--- src/rtl/ipc_mailbox_pkg.sv ---
package ipc_mailbox_pkg;
  localparam int unsigned REG_AW = 4;
  localparam int unsigned NIB_W  = 4;

  localparam logic [REG_AW-1:0] OFF_SYNC = 4'h0;
  localparam logic [REG_AW-1:0] OFF_CTRL = 4'h4;
  localparam logic [REG_AW-1:0] OFF_DATA = 4'h8;
  localparam logic [REG_AW-1:0] OFF_RECV = 4'hC;

  // sync register fields
  localparam int unsigned SY_IN   = 0;
  localparam int unsigned SY_OUT  = 8;
  localparam int unsigned SY_BELL = 13;
  localparam int unsigned SY_IEN  = 14;

  // control register fields
  localparam int unsigned CT_TX_EMPTY = 0;
  localparam int unsigned CT_TX_FULL  = 1;
  localparam int unsigned CT_TX_IEN   = 2;
  localparam int unsigned CT_TX_FLUSH = 3;
  localparam int unsigned CT_RX_EMPTY = 8;
  localparam int unsigned CT_RX_FULL  = 9;
  localparam int unsigned CT_RX_IEN   = 10;
  localparam int unsigned CT_ERR      = 14;
  localparam int unsigned CT_EN       = 15;
endpackage

--- src/rtl/ipc_fifo.sv ---
// DEPTH must be a power of two.
module ipc_fifo #(
  parameter int unsigned W     = 32,
  parameter int unsigned DEPTH = 16
) (
  input  logic         clk_i,
  input  logic         rst_ni,
  input  logic         push_i,
  input  logic [W-1:0] data_i,
  input  logic         pop_i,
  input  logic         flush_i,
  output logic [W-1:0] head_o,
  output logic         empty_o,
  output logic         full_o
);
  localparam int unsigned AW = $clog2(DEPTH);

  logic [AW:0]  wr_q, rd_q;
  logic [W-1:0] mem_q [DEPTH];
  logic         do_push, do_pop;

  assign empty_o = (wr_q == rd_q);
  assign full_o  = (wr_q[AW] != rd_q[AW]) && (wr_q[AW-1:0] == rd_q[AW-1:0]);
  assign do_push = push_i && !full_o;
  assign do_pop  = pop_i && !empty_o;
  assign head_o  = mem_q[rd_q[AW-1:0]];

  always_ff @(posedge clk_i or negedge rst_ni) begin
    if (!rst_ni) begin
      wr_q <= '0;
      rd_q <= '0;
    end else if (flush_i) begin
      wr_q <= '0;
      rd_q <= '0;
    end else begin
      if (do_push) wr_q <= wr_q + 1'b1;
      if (do_pop)  rd_q <= rd_q + 1'b1;
    end
  end

  always_ff @(posedge clk_i) begin
    if (do_push && !flush_i) mem_q[wr_q[AW-1:0]] <= data_i;
  end
endmodule

--- src/rtl/ipc_port.sv ---
module ipc_port
  import ipc_mailbox_pkg::*;
#(
  parameter int unsigned W = 32
) (
  input  logic              clk_i,
  input  logic              rst_ni,
  input  logic              req_i,
  input  logic              we_i,
  input  logic [REG_AW-1:0] addr_i,
  input  logic [W-1:0]      wdata_i,
  output logic [W-1:0]      rdata_o,
  // outgoing queue
  output logic              tx_push_o,
  output logic              tx_flush_o,
  input  logic              tx_empty_i,
  input  logic              tx_full_i,
  // incoming queue
  output logic              rx_pop_o,
  input  logic [W-1:0]      rx_head_i,
  input  logic              rx_empty_i,
  input  logic              rx_full_i,
  // sync channel
  output logic [NIB_W-1:0]  nib_o,
  input  logic [NIB_W-1:0]  nib_i,
  output logic              bell_o,
  input  logic              bell_i,
  // interrupts
  output logic              irq_bell_o,
  output logic              irq_tx_o,
  output logic              irq_rx_o
);
  logic wr, rd, hit_sync, hit_ctrl, hit_tx, hit_rx;
  logic err_set, err_clr;
  logic [NIB_W-1:0] nib_q;
  logic sy_ien_q, tx_ien_q, rx_ien_q, en_q, err_q, bell_irq_q, tx_empty_q;
  logic [W-1:0] last_q;

  assign wr       = req_i && we_i;
  assign rd       = req_i && !we_i;
  assign hit_sync = (addr_i == OFF_SYNC);
  assign hit_ctrl = (addr_i == OFF_CTRL);
  assign hit_tx   = (addr_i == OFF_DATA);
  assign hit_rx   = (addr_i == OFF_DATA) || (addr_i == OFF_RECV);

  assign tx_push_o  = wr && hit_tx && en_q && !tx_full_i;
  assign rx_pop_o   = rd && hit_rx && en_q && !rx_empty_i;
  assign tx_flush_o = wr && hit_ctrl && wdata_i[CT_TX_FLUSH];
  assign bell_o     = wr && hit_sync && wdata_i[SY_BELL];
  assign err_set    = en_q && ((wr && hit_tx && tx_full_i) || (rd && hit_rx && rx_empty_i));
  assign err_clr    = wr && hit_ctrl && wdata_i[CT_ERR];
  assign nib_o      = nib_q;

  always_ff @(posedge clk_i or negedge rst_ni) begin
    if (!rst_ni) begin
      nib_q      <= '0;
      sy_ien_q   <= 1'b0;
      tx_ien_q   <= 1'b0;
      rx_ien_q   <= 1'b0;
      en_q       <= 1'b0;
      err_q      <= 1'b0;
      bell_irq_q <= 1'b0;
      tx_empty_q <= 1'b1;
      last_q     <= '0;
    end else begin
      if (wr && hit_sync) begin
        nib_q    <= wdata_i[SY_OUT +: NIB_W];
        sy_ien_q <= wdata_i[SY_IEN];
      end
      if (wr && hit_ctrl) begin
        tx_ien_q <= wdata_i[CT_TX_IEN];
        rx_ien_q <= wdata_i[CT_RX_IEN];
        en_q     <= wdata_i[CT_EN];
      end
      if (err_set)      err_q <= 1'b1;
      else if (err_clr) err_q <= 1'b0;
      if (rx_pop_o) last_q <= rx_head_i;
      bell_irq_q <= bell_i && sy_ien_q;
      tx_empty_q <= tx_empty_i;
    end
  end

  assign irq_bell_o = bell_irq_q;
  assign irq_tx_o   = tx_ien_q && tx_empty_i && !tx_empty_q;
  assign irq_rx_o   = rx_ien_q && !rx_empty_i;

  always_comb begin
    rdata_o = '0;
    unique case (addr_i)
      OFF_SYNC: begin
        rdata_o[SY_IN +: NIB_W]  = nib_i;
        rdata_o[SY_OUT +: NIB_W] = nib_q;
        rdata_o[SY_IEN]          = sy_ien_q;
      end
      OFF_CTRL: begin
        rdata_o[CT_TX_EMPTY] = tx_empty_i;
        rdata_o[CT_TX_FULL]  = tx_full_i;
        rdata_o[CT_TX_IEN]   = tx_ien_q;
        rdata_o[CT_RX_EMPTY] = rx_empty_i;
        rdata_o[CT_RX_FULL]  = rx_full_i;
        rdata_o[CT_RX_IEN]   = rx_ien_q;
        rdata_o[CT_ERR]      = err_q;
        rdata_o[CT_EN]       = en_q;
      end
      OFF_DATA, OFF_RECV: rdata_o = rx_pop_o ? rx_head_i : last_q;
      default: rdata_o = '0;
    endcase
  end
endmodule

--- src/rtl/ipc_mailbox.sv ---
module ipc_mailbox
  import ipc_mailbox_pkg::*;
#(
  parameter int unsigned DATA_W = 32,
  parameter int unsigned DEPTH  = 16
) (
  input  logic              clk_i,
  input  logic              rst_ni,
  input  logic              a_req_i,
  input  logic              a_we_i,
  input  logic [REG_AW-1:0] a_addr_i,
  input  logic [DATA_W-1:0] a_wdata_i,
  output logic [DATA_W-1:0] a_rdata_o,
  output logic              a_irq_bell_o,
  output logic              a_irq_tx_o,
  output logic              a_irq_rx_o,
  input  logic              b_req_i,
  input  logic              b_we_i,
  input  logic [REG_AW-1:0] b_addr_i,
  input  logic [DATA_W-1:0] b_wdata_i,
  output logic [DATA_W-1:0] b_rdata_o,
  output logic              b_irq_bell_o,
  output logic              b_irq_tx_o,
  output logic              b_irq_rx_o
);
  localparam int unsigned NSIDE = 2;

  // queue q carries words from side q to side 1-q
  logic [NSIDE-1:0]             req, we, push, pop, flush, fifo_empty, fifo_full, bell;
  logic [NSIDE-1:0]             irq_bell, irq_tx, irq_rx;
  logic [NSIDE-1:0][REG_AW-1:0] addr;
  logic [NSIDE-1:0][DATA_W-1:0] wdata, rdata, head;
  logic [NSIDE-1:0][NIB_W-1:0]  nib;

  assign req   = {b_req_i, a_req_i};
  assign we    = {b_we_i, a_we_i};
  assign addr  = {b_addr_i, a_addr_i};
  assign wdata = {b_wdata_i, a_wdata_i};

  assign a_rdata_o    = rdata[0];
  assign b_rdata_o    = rdata[1];
  assign a_irq_bell_o = irq_bell[0];
  assign b_irq_bell_o = irq_bell[1];
  assign a_irq_tx_o   = irq_tx[0];
  assign b_irq_tx_o   = irq_tx[1];
  assign a_irq_rx_o   = irq_rx[0];
  assign b_irq_rx_o   = irq_rx[1];

  for (genvar s = 0; s < NSIDE; s++) begin : g_side
    ipc_fifo #(.W(DATA_W), .DEPTH(DEPTH)) u_fifo (
      .clk_i   (clk_i),
      .rst_ni  (rst_ni),
      .push_i  (push[s]),
      .data_i  (wdata[s]),
      .pop_i   (pop[1-s]),
      .flush_i (flush[s]),
      .head_o  (head[s]),
      .empty_o (fifo_empty[s]),
      .full_o  (fifo_full[s])
    );

    ipc_port #(.W(DATA_W)) u_port (
      .clk_i      (clk_i),
      .rst_ni     (rst_ni),
      .req_i      (req[s]),
      .we_i       (we[s]),
      .addr_i     (addr[s]),
      .wdata_i    (wdata[s]),
      .rdata_o    (rdata[s]),
      .tx_push_o  (push[s]),
      .tx_flush_o (flush[s]),
      .tx_empty_i (fifo_empty[s]),
      .tx_full_i  (fifo_full[s]),
      .rx_pop_o   (pop[s]),
      .rx_head_i  (head[1-s]),
      .rx_empty_i (fifo_empty[1-s]),
      .rx_full_i  (fifo_full[1-s]),
      .nib_o      (nib[s]),
      .nib_i      (nib[1-s]),
      .bell_o     (bell[s]),
      .bell_i     (bell[1-s]),
      .irq_bell_o (irq_bell[s]),
      .irq_tx_o   (irq_tx[s]),
      .irq_rx_o   (irq_rx[s])
    );
  end
endmodule

--- config.mk ---
export PLATFORM = sky130hd
export DESIGN_NAME = ipc_mailbox
export DESIGN_NICKNAME = d
export VERILOG_FILES = /design/src/rtl/ipc_mailbox_pkg.sv /design/src/rtl/ipc_fifo.sv /design/src/rtl/ipc_port.sv /design/src/rtl/ipc_mailbox.sv
export SDC_FILE = /design/constraint.sdc
export NUM_CORES = 1
export LEC_CHECK = 0
export ABC_CLOCK_PERIOD_IN_PS = 9400
export BUFFER_PORTS_ARGS = -buffer_cell sky130_fd_sc_hd__buf_2
export CAP_MARGIN = 20
export CELL_PAD_IN_SITES_DETAIL_PLACEMENT = 0
export CELL_PAD_IN_SITES_GLOBAL_PLACEMENT = 2
export CORE_ASPECT_RATIO = 0.9
export CORE_UTILIZATION = 55
export CTS_BUF_LIST = sky130_fd_sc_hd__clkbuf_4
export DETAILED_ROUTE_END_ITERATION = 8
export HOLD_SLACK_MARGIN = 0.08
export PLACE_DENSITY_LB_ADDON = 0.1
export SLEW_MARGIN = 25
export SYNTH_ARGS = -nofsm -noshare
export SYNTH_HDL_FRONTEND = slang
export SYNTH_SLANG_ARGS = --single-unit
export TNS_END_PERCENT = 1
--- constraint.sdc ---
create_clock -name clk_i -period 9.4 [get_ports clk_i]
set_clock_uncertainty 0.1 [all_clocks]
set_input_delay 0.94 -clock clk_i [delete_from_list [all_inputs] [get_ports clk_i]]
set_output_delay 0.94 -clock clk_i [all_outputs]
set_load 0.01 [all_outputs]
Yosys cells after proc, flatten, opt, wreduce, memory -nomap -nowiden
Memory sizes are Yosys's and may differ from the RTL's.
Index checks and enable logic that the tools add are counted.
{"block": "totals", "mem_count": 2, "out_inout_bits": 70, "ramBits": 1024, "reg_bits": 106}
{"memory": "g_side[0].u_fifo.mem_q", "depth": 16, "width": 32, "rd": 1, "rd_ports_with_merged_regs": 0, "write_ports": 1, "line": "ipc_fifo.sv:19", "rtl": "logic [W-1:0] mem_q [DEPTH];"}
{"memory": "g_side[1].u_fifo.mem_q", "depth": 16, "width": 32, "rd": 1, "rd_ports_with_merged_regs": 0, "write_ports": 1, "line": "ipc_fifo.sv:19"}
{"block": "op_classes", "reduce_logical": 72, "mux": 36, "eq_ne": 12, "addsub": 4}
{"cell": "$mux W32", "count": 2}
{"cell": "$logic_and A1 B1 Y1", "count": 48}
{"cell": "$mux W5", "count": 8}
{"cell": "$pmux W3 S3", "count": 4}
{"cell": "$mux W16", "count": 2}
{"cell": "$add A5 B1 Y5 const B", "count": 4}
{"cell": "$eq A4 B4 Y1 const B", "count": 4}
{"cell": "$pmux W1 S2", "count": 6}
{"cell": "$reduce_bool A2 Y1", "count": 6}
{"cell": "$eq A5 B5 Y1", "count": 2}
{"cell": "$logic_not A1 Y1", "count": 10}
{"cell": "$eq A4 B3 Y1 const B", "count": 2}
{"cell": "$eq A4 B4 Y1", "count": 2}
{"cell": "$logic_not A4 Y1", "count": 2}
{"cell": "$mux W1", "count": 8}
{"cell": "$mux W4", "count": 2}
{"cell": "$pmux W1 S3", "count": 2}
{"cell": "$logic_or A1 B1 Y1", "count": 4}
{"cell": "$mux W2", "count": 2}
{"cell": "$reduce_or A2 Y1", "count": 2}
{"cell": "$ne A1 B1 Y1", "count": 2}

Logic depth before layout (Yosys ltp)
{"block": "depth", "depth_word": 8, "depth_mapped": 8}

By module
From an unflattened synthesis, not the netlist that was laid out.
{"block": "unflattened", "hier_cells": 2470, "area_unflattened_um2": 45468.6}
{"mod": "ipc_fifo at g_side[0].u_fifo", "instances": 1, "cells_each": 1016, "seq_area_each_um2": 15625.0, "area_each_um2": 20329.5}
{"mod": "ipc_fifo at g_side[1].u_fifo", "instances": 1, "cells_each": 1016, "seq_area_each_um2": 15625.0, "area_each_um2": 20327.0}
{"mod": "ipc_port", "instances": 2, "cells_each": 219, "seq_area_each_um2": 1077.3, "area_each_um2": 2406.1}

Worst setup path after synthesis
OpenSTA, ideal clock, no wires.
{"block": "synth_path", "path_kind": "input-to-reg", "start": "input port b_addr_i[0]", "end": "memory g_side[1].u_fifo.mem_q[0][0] (enable)", "setup_ns": 0.461, "path_buffers": 0, "required_ns": 8.839, "setup_slack_ns": 4.709, "stages": 5, "arrival_ns": 4.130, "path_cell_list": "nand4bb_1 > or3_1 > a21oi_2 > nand2_1 > nor3_1"}
{"block": "synth_via", "elab_chain_len": 8, "word_cells_on_any_way": 12}
{"item": "from (decl)", "line": "ipc_mailbox.sv:19", "rtl": "input logic [REG_AW-1:0] b_addr_i,"}
{"item": "$eq A4 B4 Y1", "line": "ipc_port.sv:43", "rtl": "assign hit_tx = (addr_i == OFF_DATA);"}
{"item": "$logic_and A1 B1 Y1 (3 in series)", "line": "ipc_port.sv:46", "rtl": "assign tx_push_o = wr && hit_tx && en_q && !tx_full_i;"}
{"item": "$logic_and A1 B1 Y1", "line": "ipc_fifo.sv:24", "rtl": "assign do_push = push_i && !full_o;"}
{"item": "$logic_and A1 B1 Y1 *", "line": "ipc_fifo.sv:42", "rtl": "if (do_push && !flush_i) mem_q[wr_q[AW-1:0]] <= data_i;"}
{"item": "$mux W1 *", "line": "ipc_fifo.sv:42"}
{"item": "$mux W1 (not written as such) *", "line": "ipc_fifo.sv:42"}
{"item": "to (decl)", "line": "ipc_fifo.sv:19"}
Mark *: on every way between the ends. The rest lies on a longest branch, timed or not.

Worst setup path in the final report
{"block": "layout_path", "start": "register g_side[1].u_fifo.rd_q[0]", "end": "output port a_rdata_o[21]"}
{"block": "layout_via", "elab_chain_len": 5, "word_cells_on_any_way": 6}
{"item": "from (decl)", "line": "ipc_fifo.sv:18", "rtl": "logic [AW:0] wr_q, rd_q;"}
{"item": "from (signal assigned)", "line": "ipc_fifo.sv:37", "rtl": "if (do_pop) rd_q <= rd_q + 1'b1;"}
{"item": "parallel branches: the longest is 3 deep, another holds $mem_v2 Z16 W32"}
{"item": "$mux W32 *", "line": "ipc_port.sv:105", "rtl": "OFF_DATA, OFF_RECV: rdata_o = rx_pop_o ? rx_head_i : last_q;"}
{"item": "$mux W16 *", "line": "ipc_port.sv:89", "rtl": "unique case (addr_i)"}
{"item": "to (decl)", "line": "ipc_mailbox.sv:13", "rtl": "output logic [DATA_W-1:0] a_rdata_o,"}
Mark *: on every way between the ends.

==> metrics.md <==
| Metric | Value |
|---|---|
| DRT Pass-1 Iters | 5 |
| Max-slew headroom | 0.294 |
| FILL cells | 5600 |
| CP Max Fanout | 49 |
| Max Used Layer | met5 |
| Crit-path leading delay family | buffers and inverters |
| M1 WL | 44300 um |
| Initial DRC Count | 2229 |
| Clock Tree Buf Depth | 4 |
| Die height | 270 um |
| Total Power | 11.2 mW |
| DRC Markers | 0 |
| Final Instance Area | 50200 sq um |
| Max-slew violation count | 0 |
| Worst-Skew Late Latency | 1.11 ns |
| Setup violators final | 0 |
| Commonest register cell after synthesis | edfxtp_1 |
| Number of enable flip-flop cells after synthesis | 1024 |
| Fin nets | 2678 |
| Resized Gates After CTS | 0 |
| Worst path arrival time | 4.81 ns |
| CP max-delay cell | dfrtp_4 |
| Worst slew pin tran | 1.06 ns |
| WL met3 | 7040 um |
| Max VDD drop | 0.133 mV |
| Yosys Warn Count | 0 |
| Top post-synthesis cells by area | edfxtp_1 (70%), mux4_2 (13%), dfrtp_1 (5.9%) |
| Clock Sink Count | 1130 |
| Vias | 22995 |
| Number of synthesized register bits | 1130 |
| FMAX | 0.171 GHz |
| Worst endpoint required time | 8.36 ns |
| Final TNS setup | 0 ns |
| Fin crit period | 5.85 ns |
| Postcts setup bufs | 0 |
| Sequential area share after synthesis | 0.760 |
| FP Rows | 97 |
| Die area | 81000 sq um |
| RSZ-0062 raised after global routing | false |
| Routed wire per std cell | 27.0 um |
| Power per cell area | 223 nW/um^2 |
| Drt total wl | 103000 um |
| Largest area contributor in the netlist | edfxtp_1 |
| Root Buffer | clkbuf_4 |
| Grt ovf | 0 |
| Die span in x | 300 um |
| Leak | 17.3 nW |
| Status | complete, no violations |
| Critical Path Max Stage Delay | 1.00 ns |
| Largest net degree at the start of global routing | 76 |
| Num CTS Buffers | 297 |
| Initial antenna violation count | 4 |
| Setup crit end kind | primary output |
| WL met2 | 49700 um |
| MaxCap Viol Count | 0 |
| Hold Vio Cnt, Final | 0 |
| DPL Wire Length | 53800 um |
| CTS H-tree depth | 5 |
| I/O Pins | 148 |
| Vias per cell | 6.01 |
| CP Buf/Inv Count | 3 |
| Starting Density | 0.560 |
| Avg Cell Area, Syn | 20.4 sq um |
| Routability congestion estimate | 0.780 |
| Synth Cell Area | 43900 sq um |
| Final cycle utilization of the critical path | 0.622 |
| Share of cells above drive strength 1 | 0.355 |
| Yosys top cell area share | 0.700 |
| DRT antenna net count | 0 |
| Post-DP Area | 46000 sq um |
| Synthesized instance count | 2158 |
| Mapped Nets | 2246 |
| Library cells used by synthesis | 55 |
| CTS tree | done |
| Area delta synth->final | 14.2% |
| Reg clk slew, reported paths | 0.06 ns |
| Crit path cell chain | buf_6 -> buf_4 -> mux4_2 -> a22oi_1 -> a21o_1 -> nand2_1 -> buf_2 |
| Area of the core | 78400 sq um |
| Critical path class | reg2out |
| Startpoint types | flip-flop |
| IO buf count | 147 |
| Async SR Flop Fraction | 0.0938 |
| Gr usage total | 0.262 |
| Hold Path Class | in2reg |
| Vias in the first global route | 24376 |
| First-pass GRT wire length | 154000 um |
[synthesized netlist by cell type (8+ instances only)]
cell,n
buf_4,21
nor2_1,42
inv_1,32
nor3_1,9
mux2_2,28
buf_1,8
a22oi_1,120
a211oi_1,8
a21o_1,63
xnor2_1,11
or3_1,8
ha_1,10
a221o_1,19
nand3_1,28
o21ai_1,19
edfxtp_1,1024
nand2_1,136
buf_2,46
o21ai_0,10
mux2i_1,22
mux4_2,252
clkbuf_1,38
a21oi_1,19
nor2b_1,12
dfrtp_1,104
[path summary, 6_finish.rpt]
check,cells after the start,slack [ns],startpoint,endpoint
worst max-delay path,7,3.55,g_side[1].u_fifo.rd_q[0],a_rdata_o[21]
worst min-delay path,1,0.18,a_wdata_i[14],g_side[0].u_fifo.mem_q[15][14]
worst max register to register,6,5.64,g_side[1].u_fifo.rd_q[0],g_side[0].u_port.last_q[21]
worst min register to register,2,0.37,g_side[0].u_port.last_q[27],g_side[0].u_port.last_q[27]
max in group asynchronous,3,7.43,rst_ni,g_side[1].u_fifo.rd_q[1]
min in group asynchronous,2,0.37,rst_ni,g_side[0].u_port.last_q[31]
[sequential cells by signal (all words and copies together), names as in the netlist]
| register | flops |
|---|---|
| g_side.u_port.en_q | 2 |
| g_side.u_port.err_q | 2 |
| g_side.u_port.sy_ien_q | 2 |
| g_side.u_port.last_q | 64 |
| g_side.u_port.tx_ien_q | 2 |
| g_side.u_fifo.mem_q | 1024 |
| g_side.u_fifo.wr_q | 10 |
| g_side.u_fifo.rd_q | 10 |
| g_side.u_port.nib_o | 8 |
| g_side.u_port.tx_empty_q | 2 |
| g_side.u_port.rx_ien_q | 2 |
| g_side.u_port.irq_bell_o | 2 |
[logic make-up after synthesis]
| group | Yosys count | share of synthesized area |
|---|---|---|
| fa+ha+maj | 10 | 0.00285 |
| mux | 302 | 0.141 |
| flops | 1130 | 0.760 |
| compound gates | 275 | 0.0456 |
| buf+inv | 153 | 0.0173 |
| simple gates | 270 | 0.0290 |
| xor+xnor | 18 | 0.00359 |
[final cells by class]
type | count | area [sq um] | share of cell area
clock buffers | 435 | 3270 | 0.0651
multi-input cells | 875 | 10100 | 0.200
flip-flops and latches | 1130 | 33400 | 0.666
well taps | 1039 | 1300 | 0.0259
repair buffers | 254 | 1710 | 0.0340
clock inverters | 53 | 310 | 0.00618
diodes | 5 | 12.5 | 0.000249
inverters | 32 | 120 | 0.00239
[metal layers]
layer,global-route usage,vias up
met1,0.381,11983
met2,0.403,922
met4,0.0932,2
li1,-,9923
met5,0,-
met3,0.0483,165
[cells in the final DEF, fill, tap and decap left out, types with 5 or more instances in the layout]
master / Yosys / final
xnor2_1: 11 / 11
clkinv_1: 0 / 39
and3_1: 7 / 7
o21ai_0: 10 / 10
a22oi_1: 120 / 120
nand3_1: 28 / 28
a211oi_1: 8 / 8
mux2i_1: 22 / 22
xor2_1: 7 / 7
nor2_4: 0 / 26
nor2_1: 42 / 16
ha_1: 10 / 10
o21ai_1: 19 / 19
edfxtp_1: 1024 / 1024
mux4_2: 252 / 252
inv_2: 0 / 8
nand2b_1: 5 / 5
or3_1: 8 / 8
buf_2: 46 / 146
a221o_1: 19 / 19
clkbuf_4: 0 / 435
dfrtp_1: 104 / 99
a21oi_1: 19 / 19
nand2_1: 136 / 136
inv_1: 32 / 32
diode_2: 0 / 5
buf_4: 21 / 49
dlygate4sd3_1: 0 / 56
mux2_2: 28 / 28
nor2b_1: 12 / 8
nor3_2: 4 / 12
a21o_1: 63 / 63
[metrics by stage]
step                      utilization  setup WS, ns  hold WS (ns)  instances
after floorplan                     -          4.71         0.345       2158
after global placement          0.587          4.21         0.357       3273
after detailed placement        0.587          4.18         0.362       3274
after CTS                       0.640          3.02        0.0819       3818
after global routing            0.640          3.15         0.129       3821
final                           0.640          3.55         0.175       3823
[where the power goes]
group	switching [mW]	internal [mW]
clock network	1.86	2.21
registers	0.169	5.59
logic	0.621	0.725
[repair_timing]
item,in CTS,in global routing
hold buffers,56,0
hold endpoints to repair,761,0
setup endpoints to repair,0,0
Power figures use the tool's default switching activity.
